## src/rtl/dual_range_pkg.sv

```systemverilog
// Package: shared types for the dual-range sample combiner.
// Assumes: nothing beyond IEEE 1800-2017.
package dual_range_pkg;

    // Which converter supplied a combined word.
    typedef enum logic {
        SRC_FINE   = 1'b0,
        SRC_COARSE = 1'b1
    } src_e;

endpackage

```

## src/rtl/dual_range_overrange.sv

```systemverilog
// Module: dual_range_overrange
// Flags a fine-channel code that has reached, or come within MARGIN codes
// of, either end of the two's complement range.
// Assumes: W between 2 and 31, and MARGIN smaller than 2^(W-2).
module dual_range_overrange #(
    parameter int W      = 8,
    parameter int MARGIN = 2
) (
    input  logic [W-1:0] code,
    output logic         over
);
    localparam int HI_LIM = (1 << (W - 1)) - 1 - MARGIN;
    localparam int LO_LIM = -(1 << (W - 1)) + MARGIN;

    int code_val;

    // Compare the signed code against both limits.
    always_comb begin
        code_val = int'($signed(code));
        over     = (code_val >= HI_LIM) || (code_val <= LO_LIM);
    end
endmodule

```

## src/rtl/dual_range_align.sv

```systemverilog
// Module: dual_range_align
// Puts the chosen channel onto the common W+N bit scale: the fine word is
// sign-extended and the coarse word is shifted left by N with zero fill.
// Assumes: N >= 1.
module dual_range_align #(
    parameter int W = 8,
    parameter int N = 1
) (
    input  logic [W-1:0]   fine,
    input  logic [W-1:0]   coarse,
    input  logic           use_coarse,
    output logic [W+N-1:0] word
);
    localparam int OW = W + N;

    logic [OW-1:0] fine_ext;
    logic [OW-1:0] coarse_up;

    // Widen both candidates, then pick one.
    always_comb begin
        fine_ext  = {{N{fine[W-1]}}, fine};
        coarse_up = {coarse, {N{1'b0}}};
        word      = use_coarse ? coarse_up : fine_ext;
    end
endmodule

```

## src/rtl/dual_range_tally.sv

```systemverilog
// Module: dual_range_tally
// Saturating event counter with a synchronous clear that overrides counting.
// Assumes: CNT_W >= 1.
module dual_range_tally #(
    parameter int CNT_W = 16
) (
    input  logic             clk,
    input  logic             rst_n,
    input  logic             clr,
    input  logic             inc,
    output logic [CNT_W-1:0] count
);
    localparam logic [CNT_W-1:0] TOP = {CNT_W{1'b1}};

    // Count events, stop at all-ones, clear on request or reset.
    always_ff @(posedge clk) begin
        if (!rst_n || clr) begin
            count <= '0;
        end else if (inc && (count != TOP)) begin
            count <= count + 1'b1;
        end
    end
endmodule

```

## src/rtl/dual_range_merge.sv

```systemverilog
// Module: dual_range_merge (top)
// Picks, for each strobed sample pair, the fine channel unless it is over
// range, and otherwise the coarse channel scaled by 2^N. The result, its
// source flag and its strobe are registered. Coarse selections are tallied.
// Assumes: both converters sample together and deliver two's complement codes.
module dual_range_merge
    import dual_range_pkg::*;
#(
    parameter int W      = 8,
    parameter int N      = 1,
    parameter int MARGIN = 2,
    parameter int CNT_W  = 16
) (
    input  logic             clk,
    input  logic             rst_n,
    input  logic             smp_vld,
    input  logic [W-1:0]     fine_in,
    input  logic [W-1:0]     coarse_in,
    input  logic             cnt_clr,
    output logic             out_vld,
    output logic [W+N-1:0]   out_word,
    output logic             out_from_b,
    output logic [CNT_W-1:0] b_count
);
    localparam int OW = W + N;

    logic          fine_over;
    src_e          src_sel;
    logic [OW-1:0] merged;

    dual_range_overrange #(.W(W), .MARGIN(MARGIN)) u_over (
        .code (fine_in),
        .over (fine_over)
    );

    // Map the overflow flag onto the source type.
    always_comb begin
        src_sel = fine_over ? SRC_COARSE : SRC_FINE;
    end

    dual_range_align #(.W(W), .N(N)) u_align (
        .fine       (fine_in),
        .coarse     (coarse_in),
        .use_coarse (src_sel == SRC_COARSE),
        .word       (merged)
    );

    // Output register: capture data and flag on a strobe, pulse the strobe.
    always_ff @(posedge clk) begin
        if (!rst_n) begin
            out_vld    <= 1'b0;
            out_word   <= '0;
            out_from_b <= 1'b0;
        end else begin
            out_vld <= smp_vld;
            if (smp_vld) begin
                out_word   <= merged;
                out_from_b <= (src_sel == SRC_COARSE);
            end
        end
    end

    dual_range_tally #(.CNT_W(CNT_W)) u_tally (
        .clk   (clk),
        .rst_n (rst_n),
        .clr   (cnt_clr),
        .inc   (smp_vld && (src_sel == SRC_COARSE)),
        .count (b_count)
    );
endmodule

```

## config.mk

```make
export PLATFORM = sky130hd
export DESIGN_NAME = dual_range_merge
export DESIGN_NICKNAME = d
export VERILOG_FILES = /design/src/rtl/dual_range_pkg.sv /design/src/rtl/dual_range_overrange.sv /design/src/rtl/dual_range_align.sv /design/src/rtl/dual_range_tally.sv /design/src/rtl/dual_range_merge.sv
export SDC_FILE = /design/constraint.sdc
export NUM_CORES = 1
export LEC_CHECK = 0
export BUFFER_PORTS_ARGS = -buffer_cell sky130_fd_sc_hd__buf_2
export CORE_MARGIN = 2
export CORE_UTILIZATION = 35
export DETAILED_ROUTE_END_ITERATION = 10
export PLACE_DENSITY = 0.59
export SETUP_SLACK_MARGIN = 0.3
export SLEW_MARGIN = 30
export SYNTH_ARGS = -nofsm -noshare
export SYNTH_HDL_FRONTEND = slang
export SYNTH_HIERARCHICAL = 1
export SYNTH_SLANG_ARGS = --single-unit
```

## constraint.sdc

```tcl
create_clock -name clk -period 2.7 [get_ports clk]
set_input_delay 0.27 -clock clk [delete_from_list [all_inputs] [get_ports clk]]
set_output_delay 0.27 -clock clk [all_outputs]
set_load 0.02 [all_outputs]
```

==> flow_results.xml <==
<?xml version="1.0" encoding="UTF-8"?>
<metrics>
  <group name="yosys">
    <metric name="yosys_warnings" unit="">6</metric>
    <metric name="synth.top_cells.by_area" unit="">sky130_fd_sc_hd__dfxtp_1, sky130_fd_sc_hd__mux2_4, sky130_fd_sc_hd__mux2i_1</metric>
    <metric name="synth_fp_nets" unit="">166</metric>
    <metric name="synth_cell_type_count" unit="">43</metric>
    <metric name="synth_top_cell_by_area" unit="">sky130_fd_sc_hd__dfxtp_1</metric>
    <metric name="post_synth_adder_cell_area" unit="">0.00855</metric>
    <metric name="synthXorXnorAreaFrac" unit="">0.00598</metric>
    <metric name="post_synth.cell_area_avg" unit="sq um">10.1</metric>
    <metric name="compound_cell_area_share_of_the_yosys_netlist" unit="">0.157</metric>
    <metric name="synth_enable_flop_cells" unit="">0</metric>
    <metric name="synth_top_family_by_area" unit="">simple AND/OR/NAND/NOR gates</metric>
    <metric name="netlist_area" unit="sq mm">0.00146</metric>
    <metric name="asyncSetResetFlopFracSynth" unit="">0</metric>
    <metric name="post_synth_mux_area_share" unit="">0.144</metric>
    <metric name="postSynthRegisterBits" unit="">27</metric>
    <metric name="top_reg_cell_synth" unit="">sky130_fd_sc_hd__dfxtp_1</metric>
    <metric name="netlist.area_leader.share" unit="">0.369</metric>
    <metric name="yosysSeqAreaShare" unit="">0.369</metric>
    <metric name="yosys.area_share.simple" unit="">0.290</metric>
    <metric name="syn_inst" unit="">145</metric>
  </group>
  <group name="route">
    <metric name="detail_route.iter0.violations" unit="">94</metric>
    <metric name="routedWlPerCell" unit="um">13.8</metric>
    <metric name="drc" unit="">0</metric>
    <metric name="detail_route.vias_per_cell" unit="">5.44</metric>
    <metric name="drtPass1Iterations" unit="">4</metric>
    <metric name="vias" unit="">1311</metric>
    <metric name="totalWireLength" unit="mm">3.33</metric>
    <metric name="postRouteAntennaNets" unit="">0</metric>
  </group>
  <group name="setup_path">
    <metric name="critical-path-top-delay-family" unit="">simple AND/OR/NAND/NOR gates</metric>
    <metric name="critical_path.n_buffers_inverters" unit="">1</metric>
    <metric name="path_max_fanout" unit="">6</metric>
    <metric name="critical_path_arrival" unit="ns">2.15</metric>
    <metric name="worstSetupStartpointType" unit="">input pin</metric>
    <metric name="critical_path_required" unit="ns">2.90</metric>
    <metric name="endpoint_kind" unit="">register</metric>
    <metric name="cp_cell_sequence" unit="">buf_2 &gt; nor4_2 &gt; nand4b_1 &gt; o21ai_1 &gt; and2_4 &gt; and3_2 &gt; nand4_4 &gt; or4_1 &gt; a21oi_1</metric>
    <metric name="path_class" unit="">in2reg</metric>
    <metric name="cp_slowest_stage_delay" unit="ns">0.51</metric>
    <metric name="critical-path-slowest-cell" unit="">sky130_fd_sc_hd__or4_1</metric>
  </group>
  <group name="die">
    <metric name="ioPinCount" unit="">47</metric>
    <metric name="die_h" unit="um">68.7</metric>
    <metric name="start_util" unit="">0.366</metric>
    <metric name="die_w" unit="um">68.7</metric>
    <metric name="core" unit="sq mm">0.00400</metric>
    <metric name="area_enclosed_by_the_die_boundary" unit="sq mm">0.00472</metric>
    <metric name="rows" unit="">23</metric>
  </group>
  <group name="global_route">
    <metric name="global_route.usage.total" unit="">0.151</metric>
    <metric name="grt_pass1_vias" unit="">1207</metric>
    <metric name="largest_net_degree_at_the_start_of_global_routing" unit="">15</metric>
    <metric name="global_route_wire_length_before_repair" unit="mm">5.40</metric>
    <metric name="grt_residual_overflow" unit="">0</metric>
    <metric name="initial_antenna_violation_count" unit="">0</metric>
  </group>
  <group name="sta">
    <metric name="hold-worst-slack" unit="ns">0.332</metric>
    <metric name="max_freq" unit="MHz">511</metric>
    <metric name="fin_setup_tns" unit="ns">0</metric>
    <metric name="setup_viol" unit="">0</metric>
    <metric name="worst_max_slew_margin_expressed_relative_to_the_limit" unit="">0.531</metric>
    <metric name="hold_viol_final" unit="">0</metric>
    <metric name="slew_at_the_pin_closest_to_its_max_slew_limit" unit="ns">0.701</metric>
    <metric name="timing.final.crit_share" unit="">0.725</metric>
    <metric name="timing_max_transition_violations_final" unit="">0</metric>
    <metric name="min_period" unit="ns">1.96</metric>
    <metric name="grt_setup_unrepaired" unit="">no</metric>
    <metric name="skew" unit="ns">0.00157</metric>
    <metric name="final_critical_path_setup_slack" unit="ns">0.742</metric>
  </group>
  <group name="final_layout">
    <metric name="antenna-diode-count" unit="">0</metric>
    <metric name="finish.cell_count_without_fillers" unit="">241</metric>
    <metric name="layout-drive-gt1-share" unit="">0.377</metric>
    <metric name="finish.instance_area" unit="sq mm">0.00178</metric>
    <metric name="layout.nets" unit="">213</metric>
    <metric name="finish.utilization" unit="">0.444</metric>
    <metric name="area.growth.synth_to_final" unit="%">21.3</metric>
  </group>
  <group name="clocking">
    <metric name="post_cts_resize_count" unit="">0</metric>
    <metric name="cts_tree" unit="">yes</metric>
    <metric name="clk_root_buffer_cell" unit="">sky130_fd_sc_hd__clkbuf_8</metric>
    <metric name="cts-htree-levels" unit="">1</metric>
    <metric name="post_cts_buffers" unit="">0</metric>
    <metric name="clk_transition_reported_paths" unit="ns">0.09</metric>
    <metric name="clock_sinks" unit="">27</metric>
    <metric name="worstSkewPairLatency" unit="ns">0.26</metric>
    <metric name="numCtsBuffers" unit="">3</metric>
    <metric name="clock_tree.buffer_depth" unit="">2</metric>
    <metric name="hold_buffers" unit="">0</metric>
  </group>
  <group name="power_and_ir_drop">
    <metric name="power.static_leakage" unit="nW">0.766</metric>
    <metric name="fin_total_pwr" unit="mW">0.718</metric>
    <metric name="power_per_cell_area" unit="mW/mm^2">404</metric>
    <metric name="vdd.ir_drop.worst" unit="mV">0.260</metric>
  </group>
  <group name="run_status">
    <metric name="status" unit="">finished, final reports clean</metric>
  </group>
  <group name="place">
    <metric name="dp_worst_setup_slack" unit="ns">0.471</metric>
    <metric name="dp_cells" unit="">237</metric>
    <metric name="io_buffer_count" unit="">46</metric>
    <metric name="routabilityCongestion" unit="">0.789</metric>
    <metric name="dp_hpwl" unit="mm">2.55</metric>
    <metric name="area_post_placement" unit="sq mm">0.00173</metric>
  </group>
  <group name="hold_path">
    <metric name="worstHoldPathType" unit="">in2reg</metric>
  </group>
  <group name="job">
    <metric name="count_of_max_cap_constraint_violations" unit="">0</metric>
  </group>
</metrics>
-- registers in the layout, summed over array words and instances (netlist names) --
| name | cells |
|---|---|
| u_tally/count | 16 |
| out_word | 9 |
| out_from_b | 1 |
| out_vld | 1 |
-- per-layer routing --
layer,part of all wire,global-route usage,routed length (um),vias up
li1,-,-,-,652
met1,0.45,0.176,1490,603
met2,0.47,0.268,1550,54
met3,0.081,0.0471,271,2
met4,0.0042,0.0325,14,0
met5,0,0,0,-
-- power breakdown --
group          internal [mW]  switching, mW  total (mW)
Clock                  0.105          0.119       0.224
Combinational         0.0404         0.0421      0.0825
Sequential             0.407        0.00443       0.412
Total                  0.553          0.165       0.718
-- cells in the mapped netlist, drive strengths merged, types with 3 or more instances --
library cell	number
nand3	5
or4	4
o311ai	3
clkbuf	3
o41ai	4
o21ai	7
nor2	3
mux2i	9
a31oi	4
a21oi	6
mux2	8
nor2b	10
dfxtp	27
o31ai	4
nand2	9
nand4	6
and4	5
and2	5
-- cells by family (layout without fill, tap and decap cells) --
group	after synthesis	after routing
AND/OR/NAND/NOR	60	60
AO/OA/AOI/OAI	33	33
flip-flops	27	27
multiplexers	17	17
buffers and inverters	6	52
adder cells (fa/ha/maj)	1	1
XOR/XNOR	1	1
-- area by class of cell --
| class | instances | area (sq um) |
|---|---|---|
| Fill cell | 380 | 2220 |
| Multi-Input combinational cell | 112 | 886 |
| Sequential cell | 27 | 541 |
| Timing Repair Buffer | 47 | 238 |
| Tap cell | 50 | 62.6 |
| Clock buffer | 4 | 45.0 |
| Inverter | 1 | 3.75 |
-- cells in the final DEF (no fill, tap or decap), types with 2 or more instances in the layout --
cell type,instances
sky130_fd_sc_hd__a21oi_1,6
sky130_fd_sc_hd__a31oi_1,4
sky130_fd_sc_hd__and2_1,3
sky130_fd_sc_hd__and4_1,4
sky130_fd_sc_hd__buf_2,46
sky130_fd_sc_hd__clkbuf_8,3
sky130_fd_sc_hd__dfxtp_1,27
sky130_fd_sc_hd__mux2_4,8
sky130_fd_sc_hd__mux2i_1,9
sky130_fd_sc_hd__nand2_1,9
sky130_fd_sc_hd__nand3_1,5
sky130_fd_sc_hd__nand4_1,2
sky130_fd_sc_hd__nand4_2,3
sky130_fd_sc_hd__nand4b_1,2
sky130_fd_sc_hd__nor2_1,3
sky130_fd_sc_hd__nor2b_1,10
sky130_fd_sc_hd__nor4_2,2
sky130_fd_sc_hd__o21a_1,2
sky130_fd_sc_hd__o21ai_0,3
sky130_fd_sc_hd__o21ai_1,4
sky130_fd_sc_hd__o311ai_1,3
sky130_fd_sc_hd__o31ai_1,4
sky130_fd_sc_hd__o41ai_1,3
sky130_fd_sc_hd__or3_1,2
sky130_fd_sc_hd__or4_1,4
-- path summary, 6_finish.rpt --
check | from | to | slack, ns | cells past startpoint
worst max register to register | u_tally/count[8] | u_tally/count[7] | 1.03 | 4
worst min register to register | u_tally/count[1] | u_tally/count[1] | 0.50 | 2
worst max-delay path | fine_in[6] | u_tally/count[15] | 0.74 | 9
worst min-delay path | rst_n | out_from_b | 0.33 | 2
(Power assumes the default switching activity.)
